`config.mk`:
```
export PLATFORM = sky130hd
export DESIGN_NAME = bank_wlock
export DESIGN_NICKNAME = d
export VERILOG_FILES = /design/src/rtl/wlk_pkg.sv /design/src/rtl/wlk_decode.sv /design/src/rtl/wlk_arm.sv /design/src/rtl/wlk_lockbank.sv /design/src/rtl/wlk_rdmux.sv /design/src/rtl/bank_wlock.sv
export SDC_FILE = /design/constraint.sdc
export NUM_CORES = 1
export LEC_CHECK = 0
export ABC_AREA = 1
export BUFFER_PORTS_ARGS = -buffer_cell sky130_fd_sc_hd__buf_2
export CAP_MARGIN = 20
export CELL_PAD_IN_SITES_DETAIL_PLACEMENT = 0
export CELL_PAD_IN_SITES_GLOBAL_PLACEMENT = 1
export CORE_MARGIN = 1
export CORE_UTILIZATION = 25
export DETAILED_ROUTE_END_ITERATION = 7
export PLACE_DENSITY = 0.93
export SETUP_SLACK_MARGIN = 0.1
export SLEW_MARGIN = 20
export SYNTH_ARGS = -nofsm -noshare
export SYNTH_HDL_FRONTEND = slang
export SYNTH_HIERARCHICAL = 1
export SYNTH_SLANG_ARGS = --single-unit
```
`constraint.sdc`:
```
create_clock -name clk -period 8.85 [get_ports clk]
set_clock_uncertainty 0.2 [all_clocks]
set_input_delay 1.77 -clock clk [delete_from_list [all_inputs] [get_ports clk]]
set_output_delay 1.77 -clock clk [all_outputs]
set_load 0.05 [all_outputs]
```
`src/rtl/wlk_pkg.sv`:
```
`timescale 1ns/1ps
package wlk_pkg;

    localparam int MAX_BANKS = 8;
    localparam int WORD_W    = 32;
    localparam int IDX_W     = $clog2(MAX_BANKS);

    localparam logic [31:0]       PWD_OFFSET = 32'h0000_0520;
    localparam logic [31:0]       LOCK_BASE  = 32'h0000_0500;
    localparam logic [WORD_W-1:0] PWD_VALUE  = 32'h00A5_A501;
    localparam logic [WORD_W-1:0] CODE_LOCK  = '1;
    localparam logic [WORD_W-1:0] CODE_OPEN  = '0;

    typedef enum logic [1:0] {
        WK_NONE,
        WK_PWD,
        WK_LOCKREG,
        WK_OTHER
    } wkind_e;

    typedef enum logic [1:0] {
        LC_BAD,
        LC_LOCK,
        LC_OPEN
    } lcode_e;

    typedef struct packed {
        wkind_e           kind;
        logic             pwd_ok;
        logic [IDX_W-1:0] bank;
        lcode_e           code;
    } wcls_t;

    // True when the byte address selects the lock register of a bank that exists.
    function automatic logic hits_lock(input logic [31:0] a, input int nbank);
        logic [31:0] top;
        top = LOCK_BASE + 32'(nbank * 4);
        return (a >= LOCK_BASE) && (a < top) && (a[1:0] == 2'b00);
    endfunction

    function automatic logic [IDX_W-1:0] lock_idx(input logic [31:0] a);
        logic [31:0] d;
        d = a - LOCK_BASE;
        return d[IDX_W+1:2];
    endfunction

    function automatic lcode_e classify_code(input logic [WORD_W-1:0] d);
        if (d == CODE_LOCK)      return LC_LOCK;
        else if (d == CODE_OPEN) return LC_OPEN;
        else                     return LC_BAD;
    endfunction

endpackage

```
`src/rtl/wlk_decode.sv`:
```
`timescale 1ns/1ps
module wlk_decode
    import wlk_pkg::*;
#(
    parameter int NBANK  = 8,
    parameter int ADDR_W = 12
) (
    input  logic              wr_en,
    input  logic [ADDR_W-1:0] addr,
    input  logic [WORD_W-1:0] data,
    output wcls_t             cls
);

    logic [31:0] a32;
    assign a32 = 32'(addr);

    always_comb begin
        if (!wr_en)
            cls.kind = WK_NONE;
        else if (a32 == PWD_OFFSET)
            cls.kind = WK_PWD;
        else if (hits_lock(a32, NBANK))
            cls.kind = WK_LOCKREG;
        else
            cls.kind = WK_OTHER;
        cls.pwd_ok = (data == PWD_VALUE);
        cls.bank   = lock_idx(a32);
        cls.code   = classify_code(data);
    end

endmodule

```
`src/rtl/wlk_arm.sv`:
```
`timescale 1ns/1ps
module wlk_arm
    import wlk_pkg::*;
(
    input  logic  clk,
    input  logic  rst,
    input  wcls_t cls,
    output logic  armed
);

    // Only a write moves the arm flag. A correct password sets it, and anything else clears it.
    always_ff @(posedge clk) begin
        if (rst)
            armed <= 1'b0;
        else if (cls.kind != WK_NONE)
            armed <= (cls.kind == WK_PWD) && cls.pwd_ok;
    end

endmodule

```
`src/rtl/wlk_lockbank.sv`:
```
`timescale 1ns/1ps
module wlk_lockbank
    import wlk_pkg::*;
#(
    parameter int NBANK = 8
) (
    input  logic             clk,
    input  logic             rst,
    input  logic             armed,
    input  wcls_t            cls,
    output logic [NBANK-1:0] locked
);

    logic take;
    assign take = armed && (cls.kind == WK_LOCKREG) && (cls.code != LC_BAD);

    for (genvar b = 0; b < NBANK; b++) begin : g_bank
        always_ff @(posedge clk) begin
            if (rst)
                locked[b] <= 1'b1;
            else if (take && (cls.bank == IDX_W'(b)))
                locked[b] <= (cls.code == LC_LOCK);
        end
    end

endmodule

```
`src/rtl/wlk_rdmux.sv`:
```
`timescale 1ns/1ps
module wlk_rdmux
    import wlk_pkg::*;
#(
    parameter int NBANK  = 8,
    parameter int ADDR_W = 12
) (
    input  logic [ADDR_W-1:0] rd_addr,
    input  logic [NBANK-1:0]  locked,
    output logic [WORD_W-1:0] rd_data
);

    logic [31:0]          a32;
    logic [MAX_BANKS-1:0] lk_pad;

    assign a32    = 32'(rd_addr);
    assign lk_pad = MAX_BANKS'(locked);

    always_comb begin
        if (hits_lock(a32, NBANK))
            rd_data = {WORD_W{lk_pad[lock_idx(a32)]}};
        else
            rd_data = '0;
    end

endmodule

```
`src/rtl/bank_wlock.sv`:
```
`timescale 1ns/1ps
module bank_wlock
    import wlk_pkg::*;
#(
    parameter int NBANK  = 8,
    parameter int ADDR_W = 12
) (
    input  logic              clk,
    input  logic              rst,
    input  logic              wr_en,
    input  logic [ADDR_W-1:0] wr_addr,
    input  logic [31:0]       wr_data,
    input  logic [ADDR_W-1:0] rd_addr,
    output logic [31:0]       rd_data,
    output logic [NBANK-1:0]  bank_wen
);

    if (NBANK < 1 || NBANK > MAX_BANKS) begin : g_bad_nbank
        $error("bank_wlock: NBANK out of range");
    end

    wcls_t            cls;
    logic             armed_q;
    logic [NBANK-1:0] locked;

    wlk_decode #(.NBANK(NBANK), .ADDR_W(ADDR_W)) i_decode (
        .wr_en (wr_en),
        .addr  (wr_addr),
        .data  (wr_data),
        .cls   (cls)
    );

    wlk_arm i_arm (
        .clk   (clk),
        .rst   (rst),
        .cls   (cls),
        .armed (armed_q)
    );

    wlk_lockbank #(.NBANK(NBANK)) i_lockbank (
        .clk    (clk),
        .rst    (rst),
        .armed  (armed_q),
        .cls    (cls),
        .locked (locked)
    );

    wlk_rdmux #(.NBANK(NBANK), .ADDR_W(ADDR_W)) i_rdmux (
        .rd_addr (rd_addr),
        .locked  (locked),
        .rd_data (rd_data)
    );

    assign bank_wen = ~locked;

endmodule

```
== After elaboration in Yosys (flattened, before gate mapping) ==
Index checks and enable logic that the tools add are counted.
Word-level totals
  flip-flop bits (word level): 9
  input bits: 59
  output and inout bits: 40
  logic and storage cells: 59
Operators by class
  $add $sub $neg: 2
  order comparisons: 5
  equal/unequal tests: 13
  mux-type cells: 8
  bitwise gates (word level): 1
  reduce and logical (&&, ||, !) cells: 21
Operators by type and width (number)
  equality test 32 x 24 -> 1 bit (second input constant): 1
  equality test 32 bit (second input constant): 1
  zero test 32 bit: 1
  2-to-1 mux 32 bit: 1
  greater-or-equal comparator 12 x 11 -> 1 bit (second input constant): 2
  less-than comparator 12 x 11 -> 1 bit (second input constant): 2
  logical AND 1 bit: 15
  equality test 12 x 11 -> 1 bit (second input constant): 1
  equality test 3 bit (second input constant): 4
  subtractor 5 x 1 -> 5 bit (second input constant): 2
  2-to-1 mux 2 bit: 4
  inverter 8 bit: 1
  equality test 3 x 2 -> 1 bit (second input constant): 2
  equality test 2 x 1 -> 1 bit (second input constant): 2
  zero test 2 bit: 2
  less-than comparator 3 x 4 -> 1 bit (second input constant): 1
  nonzero test 2 bit: 2
  binary-select mux 1 bit (select 3 bit): 1
  equality test 3 x 1 -> 1 bit (second input constant): 1
  zero test 3 bit: 1
  equality test 2 bit (second input constant): 1
  2-to-1 mux 1 bit: 2

== Longest topological paths before layout ==
Gate-level depths: netlist of run 1.
  depth in word-level cells: 10
  depth in mapped cells: 12
  gate-level depth less buffers: 11

== By module ==
Netlist of run 1, hierarchy kept.
By module, submodules not included
  wlk_lockbank: instances 1, cells an instance 62, area each 414.1 um2, sequential area each 160.2 um2
  wlk_decode: instances 1, cells an instance 91, area each 371.6 um2, sequential area each 0.0 um2
  wlk_rdmux: instances 1, cells an instance 61, area each 360.3 um2, sequential area each 0.0 um2
  wlk_arm: instances 1, cells an instance 7, area each 45.0 um2, sequential area each 20.0 um2
  bank_wlock: instances 1, cells an instance 8, area each 30.0 um2, sequential area each 0.0 um2

== Worst setup path before layout of run 1 ==
Ideal clock, no wire load.
  path kind: input -> output
  from: input rd_addr[8]
  to: output rd_data[10]
  arrival time: 4.142 ns
  data required time: 6.880 ns
  path slack: 2.738 ns
  stages: 7
  path buffers: 1
  cell sequence: inv_1 > nor2_1 > nand3_1 > nor2_4 > nand2_1 > nor2_1 > buf_4
On the way
  cells in the longest elaborated chain, start to end: 4
  elaborated cells between the ends (all ways): 5
  those cells by class: 2 x order compare; 1 x mux; 2 x reduce/logical
Ends and longest elaborated chain
  from (decl): RTL line bank_wlock.sv:13  | input logic [ADDR_W-1:0] rd_addr,
  greater-or-equal comparator 12 x 11 -> 1 bit / less-than comparator 12 x 11 -> 1 bit (equally long branches): RTL line wlk_pkg.sv:38  | return (a >= LOCK_BASE) && (a < top) && (a[1:0] == 2'b00);
  logical AND 1 bit * (2 in series): RTL line wlk_pkg.sv:38
  2-to-1 mux 32 bit *: RTL line wlk_rdmux.sv:20  | if (hits_lock(a32, NBANK))
  to (decl): RTL line bank_wlock.sv:14  | output logic [31:0] rd_data,
Mark *: on every way between the ends. The rest lies on a longest branch, timed or not.

== Final worst setup path of run 1 ==
  from: input rd_addr[2]
  to: output rd_data[13]
On the way
  cells in the longest elaborated chain, start to end: 4
  elaborated cells between the ends (all ways): 8
  those cells by class: 1 x add/sub; 2 x order compare; 3 x mux; 2 x reduce/logical
Ends and longest elaborated chain
  subtractor 5 x 1 -> 5 bit, or another cell as far along: RTL line wlk_pkg.sv:43  | d = a - LOCK_BASE;
  binary-select mux 1 bit (select 3 bit) / logical AND 1 bit (equally long branches): RTL line wlk_rdmux.sv:21, wlk_pkg.sv:38
  2-to-1 mux 1 bit (not written as such) / logical AND 1 bit (equally long branches): RTL line wlk_rdmux.sv:21, wlk_pkg.sv:38
  2-to-1 mux 32 bit *: RTL line wlk_rdmux.sv:20
Mark *: on every way between the ends. The rest lies on a longest branch, timed or not. The select of a mux whose other input is x is not followed.

==> results.toml, run 1 <==
[run]
max-cap-violations = 0

[layout]
num_antenna_cells = 0
drive_gt1_frac = 0.372
final_util = 0.334
fillers = 542
final_area_um2 = 1580
multi_input_area_um2 = 649
final_common_cell = "buf_2"
syn_to_final_growth_pct = 29.1
regArea_um2 = 180
final_cells = 363
final_cell_mix = "buf_2, nand2_1, nor2_1"
nNetsFinal = 356

[route]
num_vias = 1444
dr.pass1.iters = 4
vias_per_cell = 3.98
final_antenna_net_count = 0
route.detailed.drc = 0
totalWireLength_mm = 2.64
wl_per_cell_um = 7.28
drt_iter0_markers = 24

[cts]
clkSinkCount = 9
cts_buffers = 3
cts_resized = 0
cts_tree = "done"
clkTransAtPathRegs_ns = 0.04
cts_max_level = 1
cts.path.max_buffers = 2
cts_hold_buf = 0
clk_root_buffer_cell = "clkbuf_8"
insertion_delay_ns = 0.23
post-cts-setup-buffers = 0

[global_routing]
grt_max_degree = 33
grt_pass1_vias = 1180
grt.total_usage = 0.107
antenna_found_initial = 0
gr-usage-met1 = 0.128
grtUsageMet2 = 0.199
grt_util_met3 = 0.00972
overflow = 0
grt_pass1_wl_mm = 4.65
grt-busiest-layer = "met2"

[floorplanning]
dieWidth_um = 71.9
io_pins = 99
die-area_um2 = 5170
start_util = 0.259
die_h_um = 71.9
rows = 25
core-area_um2 = 4720

[power]
pwr-share-seq = 0.348
p_comb_frac = 0.257
power.internal_mw = 0.0864
p_leak_nw = 1.03
p_total_mw = 0.118
clkPwrFrac = 0.395
p_sw_frac = 0.265
ir_drop_mv = 0.0256
powerDensity_nw_per_um2 = 74.6
p_switching_mw = 0.0312

[setup_path]
worst_ep_arrival_time_ns = 3.18
required_ns = 6.88
worstPathMaxFanout = 32
critPathKind = "in2out"
cp-end-kind = "output pin"
start_kind = "input port"

[timing]
setup_tns_ns = 0
finalSetupViolations = 0
rsz0062_at_grt = "no"
finalHoldWorstSlack_ns = 0.282
maxSlewHeadroom = 0.514
slew_viol_final = 0
max_freq_ghz = 0.194
period_share = 0.582
hold_viol = 0
fin_crit_ns = 5.15
worst_pin_slew_ns = 0.729
setup_ws_ns = 3.70

[logic_synthesis]
syn_avg_cell_area_um2 = 5.33
mappedNetlistArea_um2 = 1220
ys_seq_area_frac = 0.148
synth_seq_cells = 9
synthCells = 229
yosys_warnings = 6
syn-num-nets = 288
synth_cell_types = 16

[outcome]
status = "completed"

[place]
port_buffers = 98
place_area_um2 = 1530
place_inst = 359
gp_congestion = 0.756
dp_slack_ns = 3.29
dp_hpwl_mm = 2.36

[hold_path]
hp-class = "reg2reg"
[final timing paths]
check | startpoint | to | slack (ns) | cells past startpoint
worst min-delay path | i_lockbank/locked[7] | i_lockbank/locked[7] | 0.28 | 2
worst max-delay path | rd_addr[2] | rd_data[13] | 3.70 | 9
worst min register to register | i_lockbank/locked[7] | i_lockbank/locked[7] | 0.28 | 2
worst max register to register | i_arm/armed | i_lockbank/locked[7] | 7.60 | 5
[power groups by stage]
stage	sequential, mW	clock, mW	combinational [mW]
2_1_floorplan	0.0416	0	0.0145
3_3_place_gp	0.0416	0	0.0300
3_5_place_dp	0.0416	0	0.0305
4_1_cts	0.0409	0.0479	0.0306
5_1_grt	0.0408	0.0525	0.0346
6_report	0.0409	0.0464	0.0303
[layout make-up]
| type | instances | area share |
|---|---|---|
| Inverter | 34 | 0.0810 |
| Timing Repair Buffer | 98 | 0.311 |
| Sequential cell | 9 | 0.114 |
| Tap cell | 67 | 0.0532 |
| Clock buffer | 4 | 0.0286 |
| Multi-Input combinational cell | 151 | 0.412 |
[cell usage after synthesis]
cell | instances | area share
nand2_1 | 59 | 0.18
nor2_1 | 54 | 0.17
buf_4 | 34 | 0.21
inv_1 | 32 | 0.098
nand3_1 | 24 | 0.098
dfxtp_1 | 9 | 0.15
nand4_1 | 5 | 0.026
nor2_2 | 3 | 0.015
nor2_4 | 2 | 0.018
a21oi_1 | 1 | 0.0041
buf_6 | 1 | 0.0092
clkinv_1 | 1 | 0.0031
inv_2 | 1 | 0.0031
nand3_2 | 1 | 0.0082
nor3_1 | 1 | 0.0041
nor3_2 | 1 | 0.0082
[metal layers]
layer	vias to the layer above	share of wire
li1	793	-
met1	588	0.47
met2	61	0.48
met3	2	0.042
met4	0	0.0087
met5	-	0
[logic make-up (layout without fill, tap and decap cells)]
kind of cell    Yosys count  in the layout  share of synthesized area
buf+inv                  69            136                      0.323
simple gates            150            150                      0.526
flops                     9              9                      0.148
compound gates            1              1                    0.00409
[registers in the layout, indices dropped and copies added, names as in the netlist]
register	cells
i_lockbank/locked	8
i_arm/armed	1
[worst max-delay path, cell delays in order]
cell and delay (ns):
buf_2 0.13, inv_2 0.07, nand2_1 0.05, nand3_1 0.06, nand2_1 0.05, nand2_1 0.05, nand2_1 0.05, nor2_2 0.56
buf_2 0.39
No activity file was read; power rests on OpenSTA's default activity.
==> run 2: changes to the inputs <==
--- a/config.mk
+++ b/config.mk
@@ -5,15 +5,15 @@
 export SDC_FILE = /design/constraint.sdc
 export NUM_CORES = 1
 export LEC_CHECK = 0
-export ABC_AREA = 1
+export ABC_AREA = 0
 export BUFFER_PORTS_ARGS = -buffer_cell sky130_fd_sc_hd__buf_2
 export CAP_MARGIN = 20
 export CELL_PAD_IN_SITES_DETAIL_PLACEMENT = 0
 export CELL_PAD_IN_SITES_GLOBAL_PLACEMENT = 1
 export CORE_MARGIN = 1
-export CORE_UTILIZATION = 25
+export CORE_UTILIZATION = 21
 export DETAILED_ROUTE_END_ITERATION = 7
-export PLACE_DENSITY = 0.93
+export PLACE_DENSITY = 0.83
 export SETUP_SLACK_MARGIN = 0.1
 export SLEW_MARGIN = 20
 export SYNTH_ARGS = -nofsm -noshare
==> constraint.sdc (replaced) <==
create_clock -name clk -period 4.5 [get_ports clk]
set_clock_uncertainty 0.2 [all_clocks]
set_input_delay 0.9 -clock clk [delete_from_list [all_inputs] [get_ports clk]]
set_output_delay 0.9 -clock clk [all_outputs]
set_load 0.05 [all_outputs]
==> run 2 against run 1 <==
Against the previous run:
- first-iteration DRC count grew 8.3%
- hold slack better by 0.040 ns
- die area increased by 1.4%
- clock power up 99%
- worst setup slack worse by 2.7 ns
- sequential share of layout area rose by 1.2 points
- global-route usage down 1.3 points
- via count down 20%
- synthesized area down 15%
==> results.toml, run 2 <==
[floorplanning]
core-area_um2 = 4750
start_util = 0.219
io_pins = 99
die-area_um2 = 5240
rows = 25
dieWidth_um = 72.4
die_h_um = 72.4

[logic_synthesis]
syn-num-nets = 187
synth_area_leaders = "buf_4, dfxtp_1, mux2i_1"
mappedNetlistArea_um2 = 1040
synth_edf_count = 0
synth_flop_cell = "dfxtp_1"
yosysMostFrequentCell = "buf_4"
synth_seq_cells = 9
yosysTopAreaCell = "buf_4"
yosys_warnings = 6
async_flop_share = 0
ys_seq_area_frac = 0.173
synth_top_area_share = 0.245
syn_avg_cell_area_um2 = 8.13
synth_cell_types = 36
synthCells = 128
synth_common_cells = "buf_4, dfxtp_1, inv_1"

[layout]
final_cell_mix = "buf_2, inv_1, dfxtp_1"
reg.largest.list = "i_lockbank/locked: 8 flops, i_arm/armed: 1 flops"
final_util = 0.299
fillers = 534
largest-register = "i_lockbank/locked"
final_common_cell = "buf_2"
num_antenna_cells = 0
multi_input_area_um2 = 577
regArea_um2 = 180
drive_gt1_frac = 0.585
largest_reg_flops = 8
syn_to_final_growth_pct = 36.7
final_area_um2 = 1420
nNetsFinal = 255
final_cells = 262

[timing]
maxSlewHeadroom = 0.441
rsz0062_at_grt = "no"
hold_viol = 0
period_share = 0.769
fin_crit_ns = 3.46
worst_pin_slew_ns = 0.817
max_freq_ghz = 0.289
finalSetupViolations = 0
slew_viol_final = 0
setup_tns_ns = 0

[outcome]
status = "completed"

[place]
port_buffers = 98
gp_congestion = 0.734
dp_hpwl_mm = 2.24
place_inst = 257
place_area_um2 = 1370

[cts]
post-cts-setup-buffers = 0
cts_tree = "done"
cts_max_level = 1
insertion_delay_ns = 0.23
cts.path.max_buffers = 2
cts_resized = 0
clk_root_buffer_cell = "clkbuf_8"
clkSinkCount = 9
cts_buffers = 3
cts_hold_buf = 0
clkTransAtPathRegs_ns = 0.05

[power]
ir_drop_mv = 0.0644
powerDensity_nw_per_um2 = 154
p_leak_nw = 0.730
p_total_mw = 0.220

[route]
vias_per_cell = 4.40
wl_met3_um = 259
dr.pass1.iters = 4
final_antenna_net_count = 0
top_layer = "met4"
totalWireLength_mm = 2.54
wl_met1_mm = 1.07
route.detailed.drc = 0
num_vias = 1153
wl_per_cell_um = 9.68
dr_wl_met2_mm = 1.18
drt_iter0_markers = 26

[global_routing]
grt.total_usage = 0.0949
grt_max_degree = 33
overflow = 0
grt_pass1_vias = 933
grt_pass1_wl_mm = 3.95
antenna_found_initial = 0

[setup_path]
cp-end-kind = "output pin"
required_ns = 3.40
worstPathMaxFanout = 26
start_kind = "input port"
r2r_slack_ns = 3.05
critPathKind = "in2out"
worst_ep_arrival_time_ns = 2.36

[run]
max-cap-violations = 0

[hold_path]
hp-class = "reg2reg"
==> run 2: cell count changes in the layout (fill, tap and decap cells not counted), moves of 4 or more <==
cell	delta
nand2_1	-55
nor2_1	-46
inv_1	-23
nor2_2	-4
mux2i_1	+5
nand3_1	-20
nor4_1	+6
==> run 2: logic make-up (layout without fill, tap and decap cells) <==
group | after synthesis | count (layout) | synth area share
compound gates | 15 | 15 | 0.107
mux | 8 | 8 | 0.0805
flops | 9 | 9 | 0.173
buf+inv | 45 | 112 | 0.287
simple gates | 51 | 51 | 0.352
==> run 2: final timing paths <==
path,cells after the start,start,end
setup / recovery,6,rd_addr[3],rd_data[30]
hold / removal,2,i_lockbank/locked[7],i_lockbank/locked[7]
setup reg to reg,3,i_arm/armed,i_lockbank/locked[3]
hold reg to reg,2,i_lockbank/locked[7],i_lockbank/locked[7]
==> run 2: stage by stage <==
step,hold WS (ns),setup slack (ns)
final,0.322,1.04
after global routing,0.370,0.949
after CTS,0.331,0.702
after detailed placement,0.319,0.701
after global placement,0.303,0.773
after floorplan,0.260,0.452
==> run 2: per-layer routing <==
| metal | track usage | vias to the layer above |
|---|---|---|
| li1 | - | 584 |
| met1 | 0.111 | 487 |
| met2 | 0.171 | 80 |
| met3 | 0.00972 | 2 |
| met4 | 0.0458 | 0 |
| met5 | 0 | - |
==> run 2: final cells by class <==
| class | instances | share of cell area |
|---|---|---|
| clock buffer | 3 | 0.0290 |
| clock inverter | 1 | 0.00352 |
| inverter | 9 | 0.0237 |
| multi-input combinational | 74 | 0.405 |
| sequential | 9 | 0.127 |
| tap | 67 | 0.0589 |
| timing repair buffer | 99 | 0.353 |
==> run 2: worst max-delay path, cell delays in order <==
cell and delay, ns:
buf_2 0.13, nor2b_1 0.05, a2111oi_0 0.71, nor4_4 0.15
buf_6 0.20, buf_2 0.21
==> run 2: power breakdown <==
part	switching, mW	leakage (nW)	internal (mW)
clock network	0.0321	0.0255	0.0604
logic	0.0223	0.632	0.0249
registers	0.00000000000145	0.0728	0.0799
total	0.0544	0.730	0.165
==> run 3: changes to the inputs <==
--- a/config.mk
+++ b/config.mk
@@ -11,9 +11,9 @@
 export CELL_PAD_IN_SITES_DETAIL_PLACEMENT = 0
 export CELL_PAD_IN_SITES_GLOBAL_PLACEMENT = 1
 export CORE_MARGIN = 1
-export CORE_UTILIZATION = 21
+export CORE_UTILIZATION = 24
 export DETAILED_ROUTE_END_ITERATION = 7
-export PLACE_DENSITY = 0.83
+export PLACE_DENSITY = 0.89
 export SETUP_SLACK_MARGIN = 0.1
 export SLEW_MARGIN = 20
 export SYNTH_ARGS = -nofsm -noshare
==> constraint.sdc (replaced) <==
create_clock -name clk -period 3.2 [get_ports clk]
set_clock_uncertainty 0.2 [all_clocks]
set_input_delay 0.64 -clock clk [delete_from_list [all_inputs] [get_ports clk]]
set_output_delay 0.64 -clock clk [all_outputs]
set_load 0.05 [all_outputs]
==> run 3 against run 2 <==
Against the previous run:
- power up 44%
- utilization up 6.2 points
- critical path type unchanged
- clock-buffer cell count up 1
- worst setup slack worse by 0.71 ns
- via count up 0.69%
- hold slack worse by 0.0010 ns
- flip-flop and latch count unchanged
- final area up 3.9%
- register-to-register slack worse by 1.2 ns
- highest routed layer unchanged
==> results.toml, run 3 (synthesis results as in run 2) <==
[route]
drt_iter0_markers = 22
totalWireLength_mm = 2.71
wl_per_cell_um = 11.0
final_antenna_net_count = 0
route.detailed.drc = 0
dr.pass1.iters = 4
num_vias = 1161
vias_per_cell = 4.70

[layout]
nNetsFinal = 257
regArea_um2 = 180
drive_gt1_frac = 0.619
reg.largest.list = "i_lockbank/locked: 8 flops, i_arm/armed: 1 flops"
largest-register = "i_lockbank/locked"
num_antenna_cells = 0
multi_input_area_um2 = 651
largest_reg_flops = 8
fillers = 430
syn_to_final_growth_pct = 41.9
final_cell_mix = "buf_2, inv_1, dfxtp_1"
final_common_cell = "buf_2"

[floorplanning]
rows = 23
core-area_um2 = 4090
die-area_um2 = 4600
die_h_um = 67.9
dieWidth_um = 67.9
io_pins = 99
start_util = 0.255

[cts]
clk_root_buffer_cell = "clkbuf_8"
clkSinkCount = 9
clkTransAtPathRegs_ns = 0.04
cts.path.max_buffers = 2
cts_max_level = 1
cts_tree = "done"
cts_buffers = 3
insertion_delay_ns = 0.23

[power]
pwr-share-seq = 0.356
powerDensity_nw_per_um2 = 214
ir_drop_mv = 0.111
p_leak_nw = 0.758
p_comb_frac = 0.228
power.internal_mw = 0.236
clkPwrFrac = 0.416
p_total_mw = 0.316
p_sw_frac = 0.254
p_switching_mw = 0.0801

[timing]
hold_viol = 0
period_share = 0.898
finalSetupViolations = 0
max_freq_ghz = 0.348
fin_crit_ns = 2.87
worst_pin_slew_ns = 0.679
rsz0062_at_grt = "no"
maxSlewHeadroom = 0.546
finalHoldWorstSlack_ns = 0.321
slew_viol_final = 0

[setup_path]
worst_ep_arrival_time_ns = 2.03
cp-end-kind = "output pin"
start_kind = "input port"
required_ns = 2.36
critPathKind = "in2out"
worstPathMaxFanout = 10

[hold_path]
hp-class = "reg2reg"

[global_routing]
grt_pass1_vias = 959
grt_max_degree = 17
grt.total_usage = 0.122
grt_pass1_wl_mm = 4.13
antenna_found_initial = 0
overflow = 0

[run]
max-cap-violations = 0

[place]
port_buffers = 98
dp_hpwl_mm = 2.16
gp_congestion = 0.712

[outcome]
status = "completed"
## run 3: final timing paths
path / startpoint / to / slack (ns) / depth (start not counted)
min: i_lockbank/locked[5] / i_lockbank/locked[5] / 0.32 / 2
min reg2reg: i_lockbank/locked[5] / i_lockbank/locked[5] / 0.32 / 2
max: rd_addr[3] / rd_data[20] / 0.33 / 6
max reg2reg: i_arm/armed / i_lockbank/locked[3] / 1.80 / 3
## run 3: per-layer routing
layer | global-route usage | up-vias | share of wire
li1 | - | 589 | -
met1 | 0.136 | 491 | 0.43
met2 | 0.218 | 77 | 0.46
met3 | 0.0167 | 4 | 0.090
met4 | 0.0703 | 0 | 0.017
met5 | 0 | - | 0
## run 3: critical path, cell delays in order
cell and delay [ns]:
buf_2 0.16, mux2_2 0.36, nor3b_2 0.36, nor4_4 0.10, buf_4 0.20, buf_2 0.21
## run 3: final cells by class
| type | count | share of cell area |
|---|---|---|
| sequential | 9 | 0.122 |
| inverter | 9 | 0.0229 |
| multi-input combinational | 75 | 0.440 |
| clock buffer | 4 | 0.0305 |
| tap | 50 | 0.0423 |
| timing repair buffer | 100 | 0.342 |
## run 3: through the flow
stage / TNS, ns / area, um2 / util / instances / worst slack [ns]
after floorplan: -8.76 / 1100 / - / 128 / -0.283
after global placement: 0 / 1390 / 0.339 / 240 / 0.0429
after detailed placement: -0.870 / 1390 / 0.339 / 240 / -0.0310
after CTS: 0 / 1460 / 0.357 / 245 / 0.111
after global routing: 0 / 1480 / 0.362 / 247 / 0.186
final: 0 / 1480 / 0.362 / 247 / 0.328
## run 3: what timing repair did
action | 4_1_cts | 5_1_grt
setup endpoints to repair | 32 | 32
setup buffers | 0 | 2
cloned | 1 | 0
gates resized for setup | 3 | 1
pin swaps | 1 | 2
hold buffers | 0 | 0
## run 3: power groups by stage
stage | sequential, mW | clock (mW) | combinational, mW
after floorplan | 0.115 | 0 | 0.0278
after global placement | 0.115 | 0 | 0.0690
after detailed placement | 0.115 | 0 | 0.0702
after CTS | 0.112 | 0.134 | 0.0716
after global routing | 0.112 | 0.146 | 0.0792
final | 0.113 | 0.131 | 0.0720
